`config.mk`:
```
export PLATFORM = sky130hd
export DESIGN_NAME = bhint_resolver
export DESIGN_NICKNAME = d
export VERILOG_FILES = /design/src/rtl/bhr_pkg.sv /design/src/rtl/bhr_hint_dec.sv /design/src/rtl/bhr_dist_ctr.sv /design/src/rtl/bhr_resolve.sv /design/src/rtl/bhint_resolver.sv
export SDC_FILE = /design/constraint.sdc
export NUM_CORES = 1
export LEC_CHECK = 0
export BUFFER_PORTS_ARGS = -buffer_cell sky130_fd_sc_hd__buf_2
export CAP_MARGIN = 20
export CORE_MARGIN = 2
export CORE_UTILIZATION = 53
export DETAILED_ROUTE_END_ITERATION = 10
export PLACE_DENSITY_LB_ADDON = 0.25
export SLEW_MARGIN = 20
export SYNTH_ARGS = -nofsm -noshare
export SYNTH_HDL_FRONTEND = slang
export SYNTH_SLANG_ARGS = --single-unit
```
`constraint.sdc`:
```
create_clock -name clk -period 4.1 [get_ports clk]
set_input_delay 0.82 -clock clk [delete_from_list [all_inputs] [get_ports clk]]
set_output_delay 0.82 -clock clk [all_outputs]
set_load 0.02 [all_outputs]
```
`src/rtl/bhr_pkg.sv`:
```
package bhr_pkg;

   // bit positions inside the branch kind field
   localparam int KIND_POL_BIT = 1;   // 1: branch when flag true
   localparam int KIND_EXP_BIT = 0;   // 1: expect taken

   typedef enum logic [1:0] {
      BK_FALSE_EXP_NT = 2'b00,
      BK_FALSE_EXP_T  = 2'b01,
      BK_TRUE_EXP_NT  = 2'b10,
      BK_TRUE_EXP_T   = 2'b11
   } br_kind_e;

   function automatic logic kind_pol(input logic [1:0] k);
      return k[KIND_POL_BIT];
   endfunction

   function automatic logic kind_exp(input logic [1:0] k);
      return k[KIND_EXP_BIT];
   endfunction

endpackage

```
`src/rtl/bhr_hint_dec.sv`:
```
module bhr_hint_dec
   import bhr_pkg::*;
#(
   parameter int PC_W          = 32,
   parameter int LEN_W         = 3,
   parameter bit FALLBACK_BTFN = 1'b1
) (
   input  logic             hinted,
   input  logic [1:0]       kind,
   input  logic [PC_W-1:0]  pc,
   input  logic [PC_W-1:0]  target,
   input  logic [LEN_W-1:0] len,
   output logic             pred_taken,
   output logic             pol,
   output logic [PC_W-1:0]  pred_pc,
   output logic [PC_W-1:0]  fall_pc
);

   logic fallback_taken;

   generate
      if (FALLBACK_BTFN) begin : g_btfn
         // backward (or self) target predicted taken
         assign fallback_taken = (target <= pc);
      end else begin : g_static_nt
         assign fallback_taken = 1'b0;
      end
   endgenerate

   always_comb begin
      fall_pc    = pc + PC_W'(len);
      pred_taken = hinted ? kind_exp(kind) : fallback_taken;
      pol        = kind_pol(kind);
      pred_pc    = pred_taken ? target : fall_pc;
   end

endmodule

```
`src/rtl/bhr_dist_ctr.sv`:
```
module bhr_dist_ctr #(
   parameter int MAX_PENALTY = 3,
   parameter int DW          = $clog2(MAX_PENALTY + 1)
) (
   input  logic          clk,
   input  logic          rst,
   input  logic          cmp_issue,
   input  logic          inst_issue,
   output logic [DW-1:0] dist_q
);

   localparam logic [DW-1:0] SAT = DW'(MAX_PENALTY);

   always_ff @(posedge clk) begin
      if (rst) begin
         dist_q <= '0;
      end else if (cmp_issue) begin
         dist_q <= '0;
      end else if (inst_issue && (dist_q != SAT)) begin
         dist_q <= dist_q + 1'b1;
      end
   end

endmodule

```
`src/rtl/bhr_resolve.sv`:
```
module bhr_resolve #(
   parameter int PC_W        = 32,
   parameter int MAX_PENALTY = 3,
   parameter int DW          = $clog2(MAX_PENALTY + 1)
) (
   input  logic            clk,
   input  logic            rst,
   input  logic            cmp_issue,
   input  logic            flag_upd,
   input  logic            flag_val,
   input  logic            br_valid,
   input  logic            dec_pol,
   input  logic            dec_pred,
   input  logic [PC_W-1:0] dec_target,
   input  logic [PC_W-1:0] dec_fall,
   input  logic [DW-1:0]   dist_q,
   output logic            br_accept,
   output logic            flush,
   output logic [PC_W-1:0] redirect_pc,
   output logic            stall
);

   localparam logic [DW-1:0] PEN_MAX = DW'(MAX_PENALTY);

   // pending branch record
   logic            pend_q;
   logic            pol_q;
   logic            pred_q;
   logic [PC_W-1:0] tgt_q;
   logic [PC_W-1:0] fall_q;
   logic [DW-1:0]   pdist_q;

   // flag tracking and stall countdown
   logic            flag_q;
   logic            rdy_q;
   logic [DW-1:0]   stall_q;

   logic flag_now, rdy_now, resolve, taken, miss;

   always_comb begin
      flag_now    = flag_upd ? flag_val : flag_q;
      rdy_now     = flag_upd | rdy_q;
      resolve     = pend_q & rdy_now;
      taken       = (flag_now == pol_q);
      miss        = resolve & (taken != pred_q);
      flush       = miss;
      redirect_pc = taken ? tgt_q : fall_q;
      stall       = (stall_q != '0);
      br_accept   = br_valid & ~stall & (~pend_q | (resolve & ~miss));
   end

   always_ff @(posedge clk) begin
      if (rst) begin
         stall_q <= '0;
      end else if (miss) begin
         stall_q <= PEN_MAX - pdist_q;
      end else if (stall) begin
         stall_q <= stall_q - 1'b1;
      end
   end

   always_ff @(posedge clk) begin
      if (rst) begin
         pend_q  <= 1'b0;
         pol_q   <= 1'b0;
         pred_q  <= 1'b0;
         tgt_q   <= '0;
         fall_q  <= '0;
         pdist_q <= '0;
      end else if (br_accept) begin
         pend_q  <= 1'b1;
         pol_q   <= dec_pol;
         pred_q  <= dec_pred;
         tgt_q   <= dec_target;
         fall_q  <= dec_fall;
         pdist_q <= dist_q;
      end else if (resolve) begin
         pend_q  <= 1'b0;
      end
   end

   always_ff @(posedge clk) begin
      if (rst) begin
         rdy_q  <= 1'b0;
         flag_q <= 1'b0;
      end else begin
         if (cmp_issue) begin
            rdy_q <= 1'b0;
         end else if (flag_upd) begin
            rdy_q <= 1'b1;
         end
         if (flag_upd) begin
            flag_q <= flag_val;
         end
      end
   end

endmodule

```
`src/rtl/bhint_resolver.sv`:
```
module bhint_resolver #(
   parameter int PC_W          = 32,
   parameter int LEN_W         = 3,
   parameter int MAX_PENALTY   = 3,
   parameter bit FALLBACK_BTFN = 1'b1
) (
   input  logic             clk,
   input  logic             rst,
   input  logic             br_valid,
   input  logic             br_hinted,
   input  logic [1:0]       br_kind,
   input  logic [PC_W-1:0]  br_pc,
   input  logic [PC_W-1:0]  br_target,
   input  logic [LEN_W-1:0] br_len,
   input  logic             inst_issue,
   input  logic             cmp_issue,
   input  logic             flag_upd,
   input  logic             flag_val,
   output logic             br_accept,
   output logic             pred_taken,
   output logic [PC_W-1:0]  pred_pc,
   output logic             flush,
   output logic [PC_W-1:0]  redirect_pc,
   output logic             stall
);

   localparam int DW = $clog2(MAX_PENALTY + 1);

   generate
      if (PC_W < 8)                 $error("PC_W must be at least 8");
      if (LEN_W < 1 || LEN_W > PC_W) $error("LEN_W out of range");
      if (MAX_PENALTY < 1)          $error("MAX_PENALTY must be at least 1");
   endgenerate

   logic            dec_pol;
   logic [PC_W-1:0] dec_fall;
   logic [DW-1:0]   dist_q;

   bhr_hint_dec #(
      .PC_W         (PC_W),
      .LEN_W        (LEN_W),
      .FALLBACK_BTFN(FALLBACK_BTFN)
   ) hint_dec_i (
      .hinted    (br_hinted),
      .kind      (br_kind),
      .pc        (br_pc),
      .target    (br_target),
      .len       (br_len),
      .pred_taken(pred_taken),
      .pol       (dec_pol),
      .pred_pc   (pred_pc),
      .fall_pc   (dec_fall)
   );

   bhr_dist_ctr #(
      .MAX_PENALTY(MAX_PENALTY),
      .DW         (DW)
   ) dist_ctr_i (
      .clk       (clk),
      .rst       (rst),
      .cmp_issue (cmp_issue),
      .inst_issue(inst_issue),
      .dist_q    (dist_q)
   );

   bhr_resolve #(
      .PC_W       (PC_W),
      .MAX_PENALTY(MAX_PENALTY),
      .DW         (DW)
   ) resolve_i (
      .clk        (clk),
      .rst        (rst),
      .cmp_issue  (cmp_issue),
      .flag_upd   (flag_upd),
      .flag_val   (flag_val),
      .br_valid   (br_valid),
      .dec_pol    (dec_pol),
      .dec_pred   (pred_taken),
      .dec_target (br_target),
      .dec_fall   (dec_fall),
      .dist_q     (dist_q),
      .br_accept  (br_accept),
      .flush      (flush),
      .redirect_pc(redirect_pc),
      .stall      (stall)
   );

endmodule

```
Word-level counts from Yosys, hierarchy flattened
Index checks and enable logic that the tools add are counted.
{"block": "op_classes", "bitwise_logic": 10, "multipliers": 0, "muxes": 8, "div_mod_pow": 0, "n_eq_ne": 3, "n_shift": 0, "addsub": 4, "n_reduce_logical": 5, "order_cmp": 1}
{"op": "32-bit two-way mux", "n": 2}
{"op": "32-bit by 3-bit adder with 32-bit output", "n": 1}
{"op": "32-bit less-or-equal comparator", "n": 1}
{"op": "2-bit nonzero test", "n": 3}
{"op": "1-bit AND", "n": 5}
{"op": "1-bit two-way mux", "n": 4}
{"op": "2-bit two-way mux", "n": 2}
{"op": "1-bit inverter", "n": 3}
{"op": "2-bit by 1-bit adder with 2-bit output (second input constant)", "n": 1}
{"op": "2-bit != test (second input constant)", "n": 1}
{"op": "1-bit OR", "n": 2}
{"op": "2-bit OR reduction", "n": 1}
{"op": "2-bit by 1-bit subtractor with 2-bit output (second input constant)", "n": 1}
{"op": "2-bit subtractor (first input constant)", "n": 1}
{"op": "1-bit == test", "n": 1}
{"op": "1-bit logical AND", "n": 1}
{"op": "1-bit != test", "n": 1}
{"block": "word_totals", "memories": 0, "input_bits": 77, "ramBits": 0, "rom_bits": 0, "latchBits": 0, "ff_bits": 75}

Depth between registers and ports, before layout
Gate-level depths: netlist of run 1.
{"block": "depth", "word_depth": 9, "mapped_depth": 10}

Hierarchy
From an unflattened synthesis of run 1, not the netlist that was laid out.
{"block": "unflattened", "cells_unflattened": 620, "hier_area_um2": 5665.4}
{"mod": "bhr_resolve", "seq_area_each_um2": 1461.4, "area_each_um2": 3661.0, "n_inst": 1, "cells_per_inst": 362}
{"mod": "bhr_hint_dec", "seq_area_each_um2": 0.0, "area_each_um2": 1899.3, "n_inst": 1, "cells_per_inst": 250}
{"mod": "bhr_dist_ctr", "seq_area_each_um2": 40.0, "area_each_um2": 105.1, "n_inst": 1, "cells_per_inst": 8}

Worst setup path before layout of run 1
OpenSTA, ideal clock, no wires.
{"block": "synth_timing", "path_kind": "in2out", "startpoint": "input br_pc[19]", "endpoint": "output pred_pc[11]", "required_time_ps": 3280, "path_stages": 9, "path_slack_ps": 503, "arrival_time_ps": 2777, "path_cell_list": "inv_1 > ha_1 > a21oi_2 > o21ai_1 > a2111oi_2 > o21ai_1 > a2bb2oi_4 > buf_12 > mux2i_1"}
{"block": "synth_via", "elab_chain_len": 3}
{"element": "start: declaration", "line": "bhint_resolver.sv:12", "rtl": "input logic [PC_W-1:0] br_pc,"}
{"element": "32-bit less-or-equal comparator", "line": "bhr_hint_dec.sv:24", "rtl": "assign fallback_taken = (target <= pc);"}
{"element": "1-bit two-way mux", "line": "bhr_hint_dec.sv:32", "rtl": "pred_taken = hinted ? kind_exp(kind) : fallback_taken;"}
{"element": "via pred_taken", "line": "bhint_resolver.sv:20", "rtl": "output logic pred_taken,"}
{"element": "32-bit two-way mux", "line": "bhr_hint_dec.sv:34", "rtl": "pred_pc = pred_taken ? target : fall_pc;"}
{"element": "end: declaration", "line": "bhint_resolver.sv:21", "rtl": "output logic [PC_W-1:0] pred_pc,"}
The timed path passes the listed nets, and every way through them passes these cells.

Worst setup path after layout of run 1
{"block": "layout_timing", "startpoint": "input br_pc[0]", "endpoint": "output pred_pc[24]"}
{"block": "layout_via", "elab_chain_len": 3}
{"element": "32-bit less-or-equal comparator", "line": "bhr_hint_dec.sv:24"}
{"element": "1-bit two-way mux", "line": "bhr_hint_dec.sv:32"}
{"element": "32-bit two-way mux (*)", "line": "bhr_hint_dec.sv:34"}
Every way passes the cells marked *; elsewhere a longest branch is shown, timed or not.

==> summary.txt, run 1 <==
Clock network
  • CTS tree: yes
  • CTS Hold Bufs: 0
  • CTS clk-pin slew, worst paths: 0.08 ns
  • CTS Sinks: 75
  • Num CTS Buffers: 9
  • Clock latency on the worst-skew pair: 0.35 ns
  • H-tree Lvls: 3
  • CTS max path bufs: 2
  • CTS resizes: 0
  • Clock root cell: clkbuf_8
  • Post-CTS setup buffer count: 0

Logic synthesis
  • Mean Syn Cell Area: 8.30 um2
  • Netlist cell types: 47
  • Ranking of synthesized cells by area: dfxtp_1 (29%), ha_1 (9.0%), mux2_2 (8.4%)
  • Main flop type after synthesis: dfxtp_1
  • Cells after Synth: 617
  • Top cell type's share of synthesized area: 29.3%
  • Mapped cell area: 5120 um2
  • FF+latch count, synth: 75
  • YS warnings: 0
  • Ys async rst share: 0%
  • Most common cell in the netlist: nand2_1
  • Area leader, netlist: dfxtp_1
  • EDFF count, synth: 0
  • Seq/Total Area, Yosys: 29.3%
  • Top cells by count, synth: nand2_1 (99), dfxtp_1 (75), nor2_1 (58)
  • Synth Net Count: 732

Die
  • Die H: 102 um
  • Die ar.: 10,500 um2
  • Core area: 9280 um2
  • I/O pin count: 145
  • Row Count: 35
  • Die Wd: 102 um
  • Starting Density: 55.1%

Critical path
  • Arr. time, crit path: 3.11 ns
  • Worst-path maximum fanout: 8
  • Reg2Reg Launch Point: resolve_i.flag_q$_SDFF_PP0_
  • Crit path required time: 3.28 ns
  • Startpoint Class: input port
  • Critical path class: input port to output pin
  • R2R depth: 6
  • Worst Setup End Kind: output pin
  • Crit Reg-Reg Endpoint: resolve_i.pred_q$_SDFFE_PP0P_
  • R2R setup slack: 1.91 ns

STA
  • Slew headroom: 27.6%
  • Period utilization: 95.9%
  • TNS Setup: 0 ns
  • Slew Viols, Final: 0
  • Final min period: 3.93 ns
  • Fmax: 254 MHz
  • Setup violations, final: 0
  • Worst Skew: 0.0110 ns
  • Unrepaired setup endpoints after global routing: false
  • Worst slew pin tran: 1.09 ns
  • Final worst slack: 0.169 ns
  • Final hold vios: 0
  • Hold_ws: 0.457 ns

Detailed routing
  • DR vias: 4,831
  • WL per Instance: 15.8 um
  • Post-detailed-route count of antenna-violating nets: 0
  • DRC viols: 0
  • Pre-Repair DR Iteration Count: 4
  • Routed wire length: 13,900 um
  • Number of vias per cell: 5.47
  • DR iter-0 viols: 127

Cells and area
  • Util after Layout: 66.3%
  • P&R area growth vs syn: 20.2%
  • Filler cells: 833
  • Final net count: 864
  • Share of cells above drive strength 1: 32.2%
  • # diodes: 0

Place
  • Count of port buffers added during placement: 144
  • Hpwl dp: 10,300 um
  • RePlAce Congestion: 0.929
  • Place WS: 0.189 ns

Global routing
  • Largest net degree at the start of global routing: 74
  • Initial antenna violation count: 0
  • Vias in the first global route: 4,692
  • First-pass GRT wire length: 22,400 um
  • GR Overflow Total: 0
  • All-Layer GR Usage: 26.7%

Pwr
  • Power, Total: 3.17 mW
  • LEAKAGE: 2.88 nW
  • VDD IR max: 0.254 mV
  • PwrDens: 515 nW/um2

Min path
  • Hold Path Sink: resolve_i.tgt_q[1]$_SDFFE_PP0P_
  • HP Class: flop to flop
  • Worst Hold Launch: resolve_i.tgt_q[1]$_SDFFE_PP0P_
  • Hold path depth: 2

Flow run
  • Max-cap viol count: 0

Run status
  • Run status: completed
-- state kept, by name, indices dropped and copies added (netlist names) --
| signal | count |
|---|---|
| resolve_i.fall_q | 32 |
| resolve_i.tgt_q | 32 |
| dist_ctr_i.dist_q | 2 |
| resolve_i.pdist_q | 2 |
| resolve_i.stall_q | 2 |
| resolve_i.flag_q | 1 |
| resolve_i.pend_q | 1 |
| resolve_i.pol_q | 1 |
| resolve_i.pred_q | 1 |
| resolve_i.rdy_q | 1 |
-- worst max-delay path, stage by stage --
cell and delay, ns:
buf_2 0.11, ha_1 0.17, inv_1 0.06, fa_1 0.40, nor2b_1 0.22, o211ai_2 0.26
nor4b_1 0.46, xnor2_1 0.17, mux2_4 0.29, buf_2 0.16
-- routing by layer --
metal	up-vias	wire, um	GRT usage [%]
li1	2372	-	-
met1	2287	6300	35.1
met2	152	6790	46.0
met3	20	658	3.21
met4	0	199	8.21
met5	-	0	0
-- final cells by class --
class | count | area [um2] | area share [%]
Timing Repair Buffer | 153 | 801 | 13.0
Multi-Input combinational cell | 466 | 3280 | 53.3
Tap cell | 129 | 161 | 2.62
Inverter | 44 | 165 | 2.68
Clock buffer | 9 | 124 | 2.01
Sequential cell | 75 | 1500 | 24.4
Clock inverter | 7 | 124 | 2.01
-- power breakdown --
part	leakage (nW)	switching [mW]	total [mW]	internal (mW)
Sequential	0.617	0.0998	1.03	0.932
Combinational	2.14	0.861	1.42	0.559
Clock	0.120	0.308	0.718	0.410
-- logic make-up (layout without fill, tap and decap cells) --
logic type / after synthesis / in the layout / share of synthesized area, %
XOR/XNOR: 34 / 34 / 6.09
buffers and inverters: 76 / 213 / 6.94
AND/OR/NAND/NOR: 240 / 240 / 21.5
adder cells (fa/ha/maj): 38 / 38 / 9.44
AO/OA/AOI/OAI: 86 / 86 / 10.2
flip-flops: 75 / 75 / 29.3
multiplexers: 68 / 68 / 16.5
-- metrics by stage --
step	area (um2)	instances
after detailed placement	5910	867
after global placement	5910	867
final	6150	883
after global routing	6150	883
after floorplan	5120	617
after CTS	6150	883
-- worst max-delay path by stage --
stage / start / end / slack, ns / depth (start not counted)
floorplan: br_pc[19] / pred_pc[11] / 0.50 / 9
global placement: br_pc[15] / pred_pc[2] / 0.27 / 11
detailed placement: br_pc[19] / pred_pc[3] / 0.19 / 11
CTS: br_pc[19] / pred_pc[3] / 0.18 / 11
global route: br_pc[17] / pred_pc[3] / 0.05 / 11
finish: br_pc[0] / pred_pc[24] / 0.17 / 10
-- layout by cell type, fill, tap and decap left out, types with 23 or more instances in the layout --
cell     synthesis  final
nor2_1          58     58
xnor2_1         32     31
mux2_4          23     23
nor3_1          29     29
inv_1           43     43
nand2_1         99     99
dfxtp_1         75     75
ha_1            37     37
a21oi_1         57     57
buf_2           13    144
mux2_2          38     38
(Power assumes the default switching activity.)
==> run 2: changes to the inputs <==
--- a/config.mk
+++ b/config.mk
@@ -8,10 +8,11 @@
 export BUFFER_PORTS_ARGS = -buffer_cell sky130_fd_sc_hd__buf_2
 export CAP_MARGIN = 20
 export CORE_MARGIN = 2
-export CORE_UTILIZATION = 53
+export CORE_UTILIZATION = 54
 export DETAILED_ROUTE_END_ITERATION = 10
 export PLACE_DENSITY_LB_ADDON = 0.25
 export SLEW_MARGIN = 20
 export SYNTH_ARGS = -nofsm -noshare
 export SYNTH_HDL_FRONTEND = slang
+export SYNTH_HIERARCHICAL = 1
 export SYNTH_SLANG_ARGS = --single-unit
==> summary.txt, run 2 <==
Run status
  • Run status: completed (unchanged)

Clock network
  • Clock root cell: clkbuf_8 (unchanged)
  • CTS Sinks: 75 (unchanged)
  • CTS tree: yes (unchanged)
  • H-tree Lvls: 3 (unchanged)
  • Num CTS Buffers: 9 (unchanged)
  • CTS max path bufs: 2 (unchanged)
  • CTS clk-pin slew, worst paths: 0.07 ns (was 0.08 ns)
  • Clock latency on the worst-skew pair: 0.35 ns (about the same)

Critical path
  • Reg2Reg Launch Point: resolve_i/flag_q$_SDFF_PP0_ (was resolve_i.flag_q$_SDFF_PP0_)
  • Startpoint Class: input port (unchanged)
  • Setup crit start: br_pc[23] (was br_pc[0])
  • Worst Setup End Kind: output pin (unchanged)
  • Worst-path maximum fanout: 10 (was 8)
  • Arr. time, crit path: 3.16 ns (was 3.11 ns)
  • R2R setup slack: 1.90 ns (was 1.91 ns)
  • R2R depth: 6 (unchanged)
  • Crit path required time: 3.28 ns (about the same)
  • Critical path class: input port to output pin (unchanged)

Logic synthesis
  • Ranking of synthesized cells by area: dfxtp_1 (27%), nand2b_1 (15%), mux2_2 (13%) (was dfxtp_1 (29%), ha_1 (9.0%), mux2_2 (8.4%))
  • YS warnings: 6 (was 0)
  • Synth Area in Simple Gates: 24.4% (was 21.5%)
  • Seq/Total Area, Yosys: 26.5% (was 29.3%)
  • Synth Net Count: 735 (was 732)
  • Mux contribution to synthesized area: 25.2% (was 16.5%)
  • Top cell type's share of synthesized area: 26.5% (was 29.3%)
  • Top cells by count, synth: nand2b_1 (136), dfxtp_1 (75), mux2i_1 (69) (was nand2_1 (99), dfxtp_1 (75), nor2_1 (58))
  • Largest family of logic cells by synthesized area: multiplexers (was simple AND/OR/NAND/NOR gates)
  • Mapped cell area: 5670 um2 (was 5120 um2)
  • Ys async rst share: 0% (unchanged)
  • Netlist cell types: 46 (was 47)
  • Complex-gate fraction of the synthesized area: 4.02% (was 10.2%)
  • Synth Area in Adders: 8.52% (was 9.44%)
  • FF+latch count, synth: 75 (unchanged)
  • Area leader, netlist: dfxtp_1 (unchanged)
  • Most common cell in the netlist: nand2b_1 (was nand2_1)
  • Mean Syn Cell Area: 9.14 um2 (was 8.30 um2)
  • Synth Area in XOR/XNOR: 5.26% (was 6.09%)
  • EDFF count, synth: 0 (unchanged)
  • Cells after Synth: 620 (was 617)
  • Main flop type after synthesis: dfxtp_1 (unchanged)

Global routing
  • GR Overflow Total: 0 (unchanged)
  • Vias in the first global route: 4,732 (was 4,692)
  • Largest net degree at the start of global routing: 146 (was 74)
  • All-Layer GR Usage: 24.3% (was 26.7%)
  • First-pass GRT wire length: 22,100 um (was 22,400 um)
  • Initial antenna violation count: 1 (was 0)

Cells and area
  • Biggest regs: resolve_i/fall_q: 32 flops, resolve_i/tgt_q: 32 flops (was resolve_i.fall_q: 32 flops, resolve_i.tgt_q: 32 flops)
  • Final cell count without fillers: 896 (was 883)
  • P&R area growth vs syn: 18.4% (was 20.2%)
  • Final net count: 870 (was 864)
  • Share of cells above drive strength 1: 33.5% (was 32.2%)
  • Filler cells: 877 (was 833)
  • Most common cell after layout, fill and taps aside: buf_2 (unchanged)
  • Commonest non-fill, non-tap cells in the layout: buf_2 (144), nand2b_1 (136), dfxtp_1 (75), mux2i_1 (69), mux2_2 (64) (was buf_2 (144), nand2_1 (99), dfxtp_1 (75), nor2_1 (58), a21oi_1 (57))

STA
  • Fmax: 251 MHz (was 254 MHz)
  • Slew Viols, Final: 0 (unchanged)
  • Final min period: 3.98 ns (was 3.93 ns)
  • Period utilization: 97.2% (was 95.9%)
  • Setup violations, final: 0 (unchanged)
  • Final hold vios: 0 (unchanged)
  • Slew headroom: 32.8% (was 27.6%)
  • Unrepaired setup endpoints after global routing: true (was false)
  • TNS Setup: 0 ns (unchanged)
  • Worst slew pin tran: 1.01 ns (was 1.09 ns)
  • Worst Skew: 0.00688 ns (was 0.0110 ns)
  • Hold_ws: 0.474 ns (was 0.457 ns)

Detailed routing
  • Pre-Repair DR Iteration Count: 7 (was 4)
  • Number of vias per cell: 5.28 (was 5.47)
  • Post-detailed-route count of antenna-violating nets: 0 (unchanged)
  • DR iter-0 viols: 194 (was 127)
  • DR vias: 4,730 (was 4,831)
  • DRC viols: 0 (unchanged)
  • WL per Instance: 15.2 um (was 15.8 um)
  • Routed wire length: 13,700 um (was 13,900 um)

Pwr
  • PwrDens: 395 nW/um2 (was 515 nW/um2)
  • VDD IR max: 0.270 mV (was 0.254 mV)
  • LEAKAGE: 2.99 nW (was 2.88 nW)

Place
  • RePlAce Congestion: 0.886 (was 0.929)
  • Hpwl dp: 10,200 um (was 10,300 um)
  • Inst Count DP: 879 (was 867)
  • Count of port buffers added during placement: 144 (unchanged)

Die
  • Core area: 10,300 um2 (was 9280 um2)
  • Die Wd: 106 um (was 102 um)
  • Starting Density: 55.1% (about the same)
  • Die ar.: 11,300 um2 (was 10,500 um2)
  • Die H: 106 um (was 102 um)
  • Row Count: 37 (was 35)
  • I/O pin count: 145 (unchanged)

Min path
  • HP Class: flop to flop (unchanged)
  • Worst Hold Launch: resolve_i/tgt_q[24]$_SDFFE_PP0P_ (was resolve_i.tgt_q[1]$_SDFFE_PP0P_)
  • Hold path depth: 2 (unchanged)

Flow run
  • Max-cap viol count: 0 (unchanged)
-- run 2: area by class of cell --
class	count	area, um2	area share (%)
Antenna cell	1	2.50	0.0373
Sequential cell	75	1500	22.4
Clock inverter	5	30.0	0.448
Inverter	44	166	2.48
Multi-Input combinational cell	470	3890	57.9
Tap cell	136	170	2.54
Timing Repair Buffer	155	816	12.2
Clock buffer	10	138	2.05
-- run 2: worst paths after layout --
| check | end |
|---|---|
| worst max register to register | resolve_i/tgt_q[25]$_SDFFE_PP0P_ |
| worst min register to register | resolve_i/tgt_q[24]$_SDFFE_PP0P_ |
| worst max-delay path | pred_pc[12] |
| worst min-delay path | resolve_i/tgt_q[24]$_SDFFE_PP0P_ |
-- run 2: routing by layer --
metal	vias to the layer above	global-route usage (%)	routed length (um)
met4	0	9.83	281
met5	-	0	0
met2	119	41.1	6430
met1	2210	30.7	6250
li1	2380	-	-
met3	21	4.17	687
-- run 2: metrics by stage --
stage | power (mW) | setup WS (ns) | instance area, um2 | util (%)
global placement | 2.11 | 0.0711 | 6480 | 63.1
floorplan | 1.85 | 0.356 | 5670 | -
detailed placement | 2.15 | 0.0104 | 6480 | 63.1
finish | 2.65 | 0.116 | 6710 | 65.3
global route | 2.82 | -0.0183 | 6710 | 65.3
CTS | 2.67 | 0.00306 | 6650 | 64.7
-- run 2: where the power goes --
| part | leakage, nW | internal, mW | switching, mW | total (mW) |
|---|---|---|---|---|
| combinational | 2.29 | 0.521 | 0.655 | 1.18 |
| sequential | 0.615 | 0.885 | 0.0811 | 0.967 |
| clock | 0.0839 | 0.230 | 0.280 | 0.510 |
| total | 2.99 | 1.64 | 1.02 | 2.65 |
-- run 2: worst max-delay path, cell delays in order --
cell and delay (ns):
buf_2 0.11, inv_1 0.09, ha_4 0.28, nand4_1 0.14
nor4_4 0.33, nand2_1 0.09, o31a_1 0.35, a21oi_4 0.20
buf_4 0.22, mux2_2 0.35, buf_2 0.17
-- run 2: kinds of logic after synthesis --
group	count (synthesis)
simple gates	230
mux	134
buf+inv	75
flops	75
fa+ha+maj	38
compound gates	34
xor+xnor	34
-- run 2: timing repair --
item | 4_1_cts | 5_1_grt
setup endpoints to repair | 0 | 32
endpoints found under the hold margin | 0 | 0
buffers inserted | 0 | 1
resized for setup | 0 | 6
hold buffers | 0 | 0
==> run 3: changes to the inputs <==
--- a/config.mk
+++ b/config.mk
@@ -7,8 +7,11 @@
 export LEC_CHECK = 0
 export BUFFER_PORTS_ARGS = -buffer_cell sky130_fd_sc_hd__buf_2
 export CAP_MARGIN = 20
+export CELL_PAD_IN_SITES_DETAIL_PLACEMENT = 1
+export CELL_PAD_IN_SITES_GLOBAL_PLACEMENT = 1
+export CORE_ASPECT_RATIO = 0.5
 export CORE_MARGIN = 2
-export CORE_UTILIZATION = 54
+export CORE_UTILIZATION = 41
 export DETAILED_ROUTE_END_ITERATION = 10
 export PLACE_DENSITY_LB_ADDON = 0.25
 export SLEW_MARGIN = 20
==> constraint.sdc (replaced) <==
create_clock -name clk -period 4.5 [get_ports clk]
set_input_delay 0.9 -clock clk [delete_from_list [all_inputs] [get_ports clk]]
set_output_delay 0.9 -clock clk [all_outputs]
set_load 0.02 [all_outputs]
==> summary.txt, run 3 (synthesis results as in run 2) <==
Run status
  • Run status: completed (unchanged)

STA
  • Final hold vios: 0 (unchanged)
  • Worst Skew: 0.00851 ns (was 0.00688 ns)
  • Fmax: 232 MHz
  • TNS Setup: 0 ns (unchanged)
  • Slew headroom: 40.4% (was 32.8%)
  • Hold_ws: 0.469 ns (was 0.474 ns)
  • Slew Viols, Final: 0 (unchanged)
  • Setup violations, final: 0 (unchanged)
  • Period utilization: 95.6%
  • Unrepaired setup endpoints after global routing: false (was true)
  • Final min period: 4.30 ns
  • Worst slew pin tran: 0.895 ns (was 1.01 ns)
  • Final worst slack: 0.197 ns (was 0.116 ns)

Detailed routing
  • DR vias: 4,727 (was 4,730)
  • Routed wire length: 15,400 um (was 13,700 um)
  • Number of vias per cell: 5.07 (was 5.28)
  • WL per Instance: 16.5 um (was 15.2 um)
  • DR iter-0 viols: 202 (was 194)
  • Pre-Repair DR Iteration Count: 4 (was 7)
  • DRC viols: 0 (unchanged)
  • Post-detailed-route count of antenna-violating nets: 0 (unchanged)

Cells and area
  • FF+latch area: 1500 um2 (unchanged)
  • Commonest non-fill, non-tap cells in the layout: buf_2 (143), nand2b_1 (136), dfxtp_1 (75), mux2i_1 (69), mux2_2 (64) (was buf_2 (144), nand2b_1 (136), dfxtp_1 (75), mux2i_1 (69), mux2_2 (64))
  • Util after Layout: 50.6% (was 65.3%)
  • Most common cell after layout, fill and taps aside: buf_2 (unchanged)
  • Filler cells: 1,598 (was 877)
  • Final net count: 867 (was 870)
  • Biggest regs: resolve_i/fall_q: 32 flops, resolve_i/tgt_q: 32 flops (unchanged)
  • Share of cells above drive strength 1: 32.5% (was 33.5%)
  • Final cell count without fillers: 933 (was 896)
  • Multi-input logic area: 3830 um2 (was 3890 um2)
  • # diodes: 0 (was 1)
  • P&R area growth vs syn: 20.7% (was 18.4%)

Pwr
  • VDD IR max: 0.183 mV (was 0.270 mV)
  • PwrDens: 401 nW/um2 (was 395 nW/um2)
  • LEAKAGE: 3.04 nW (was 2.99 nW)

Clock network
  • CTS clk-pin slew, worst paths: 0.06 ns (was 0.07 ns)
  • CTS resizes: 0 (unchanged)
  • H-tree Lvls: 3 (unchanged)
  • CTS Hold Bufs: 0 (unchanged)
  • Clock root cell: clkbuf_16 (was clkbuf_8)
  • CTS max path bufs: 2 (unchanged)
  • Num CTS Buffers: 9 (unchanged)
  • Post-CTS setup buffer count: 0 (unchanged)
  • CTS tree: yes (unchanged)
  • CTS Sinks: 75 (unchanged)
  • Clock latency on the worst-skew pair: 0.33 ns (was 0.35 ns)

Min path
  • HP Class: flop to flop (unchanged)
  • Worst Hold Launch: resolve_i/fall_q[17]$_SDFFE_PP0P_ (was resolve_i/tgt_q[24]$_SDFFE_PP0P_)
  • Hold Path Sink: resolve_i/fall_q[17]$_SDFFE_PP0P_ (was resolve_i/tgt_q[24]$_SDFFE_PP0P_)
  • Hold path depth: 2 (unchanged)

Place
  • Count of port buffers added during placement: 144 (unchanged)
  • Place WS: 0.181 ns (was 0.0104 ns)
  • Hpwl dp: 11,800 um (was 10,200 um)
  • Inst Count DP: 917 (was 879)
  • RePlAce Congestion: 0.790 (was 0.886)

Critical path
  • Setup crit start: br_pc[29] (was br_pc[23])
  • Arr. time, crit path: 3.40 ns (was 3.16 ns)
  • Crit Reg-Reg Endpoint: resolve_i/fall_q[11]$_SDFFE_PP0P_ (was resolve_i/tgt_q[25]$_SDFFE_PP0P_)
  • Reg2Reg Launch Point: resolve_i/flag_q$_SDFF_PP0_ (unchanged)
  • R2R depth: 6 (unchanged)
  • Critical path class: input port to output pin (unchanged)
  • R2R setup slack: 1.90 ns (about the same)
  • Crit path required time: 3.60 ns (was 3.28 ns)
  • Startpoint Class: input port (unchanged)
  • Worst Setup End Kind: output pin (unchanged)
  • Worst-path maximum fanout: 17 (was 10)

Global routing
  • All-Layer GR Usage: 21.3% (was 24.3%)
  • Vias in the first global route: 4,886 (was 4,732)
  • GR Overflow Total: 0 (unchanged)
  • First-pass GRT wire length: 24,800 um (was 22,100 um)
  • Largest net degree at the start of global routing: 80 (was 146)
  • Initial antenna violation count: 0 (was 1)

Die
  • Die ar.: 14,800 um2 (was 11,300 um2)
  • Die Wd: 170 um (was 106 um)
  • Starting Density: 41.9% (was 55.1%)
  • I/O pin count: 145 (unchanged)
  • Core area: 13,500 um2 (was 10,300 um2)
  • Die H: 87.1 um (was 106 um)
  • Row Count: 30 (was 37)

Flow run
  • Max-cap viol count: 0 (unchanged)
-- run 3: worst max path at each step --
| stage | end | slack, ns | depth (start not counted) |
|---|---|---|---|
| 4_1_cts | pred_pc[30] | 0.18 | 11 |
| 2_1_floorplan | pred_pc[22] | 0.60 | 9 |
| 3_5_place_dp | pred_pc[30] | 0.18 | 11 |
| 5_1_grt | pred_pc[27] | 0.007 | 11 |
| 3_3_place_gp | pred_pc[19] | 0.24 | 11 |
| 6_report | pred_pc[27] | 0.20 | 11 |
-- run 3: critical path, stage by stage --
cell and delay (ns):
buf_2 0.09, inv_1 0.07, ha_1 0.30, nand4_1 0.18, nor4_2 0.41, nand2_1 0.09, o31a_1 0.34, a21oi_4 0.19
buf_4 0.29, mux2_2 0.37, buf_2 0.16
-- run 3: where the power goes --
part | internal [mW] | switching [mW] | total [mW]
Clock | 0.487 | 0.288 | 0.775
Sequential | 0.808 | 0.0748 | 0.883
Combinational | 0.473 | 0.612 | 1.09
-- run 3: final cells by class --
| class | count | share of cell area, % |
|---|---|---|
| clock buffers | 10 | 3.35 |
| flip-flops and latches | 75 | 22.0 |
| clock inverters | 6 | 1.32 |
| multi-input cells | 470 | 56.1 |
| inverters | 44 | 2.43 |
| repair buffers | 152 | 11.6 |
| well taps | 176 | 3.22 |
-- run 3: per-layer routing --
layer | wire [um] | part of all wire (%) | global-route usage, %
met4 | 121 | 0.79 | 3.89
met5 | 0 | 0 | 0
met1 | 7730 | 50 | 28.2
met2 | 7050 | 46 | 37.2
met3 | 514 | 3.3 | 3.59
-- run 3: through the flow --
step / power [mW] / instance area (um2)
final: 2.74 / 6840
after global placement: 1.96 / 6520
after detailed placement: 1.99 / 6520
after global routing: 2.91 / 6840
after floorplan: 1.68 / 5670
after CTS: 2.78 / 6830
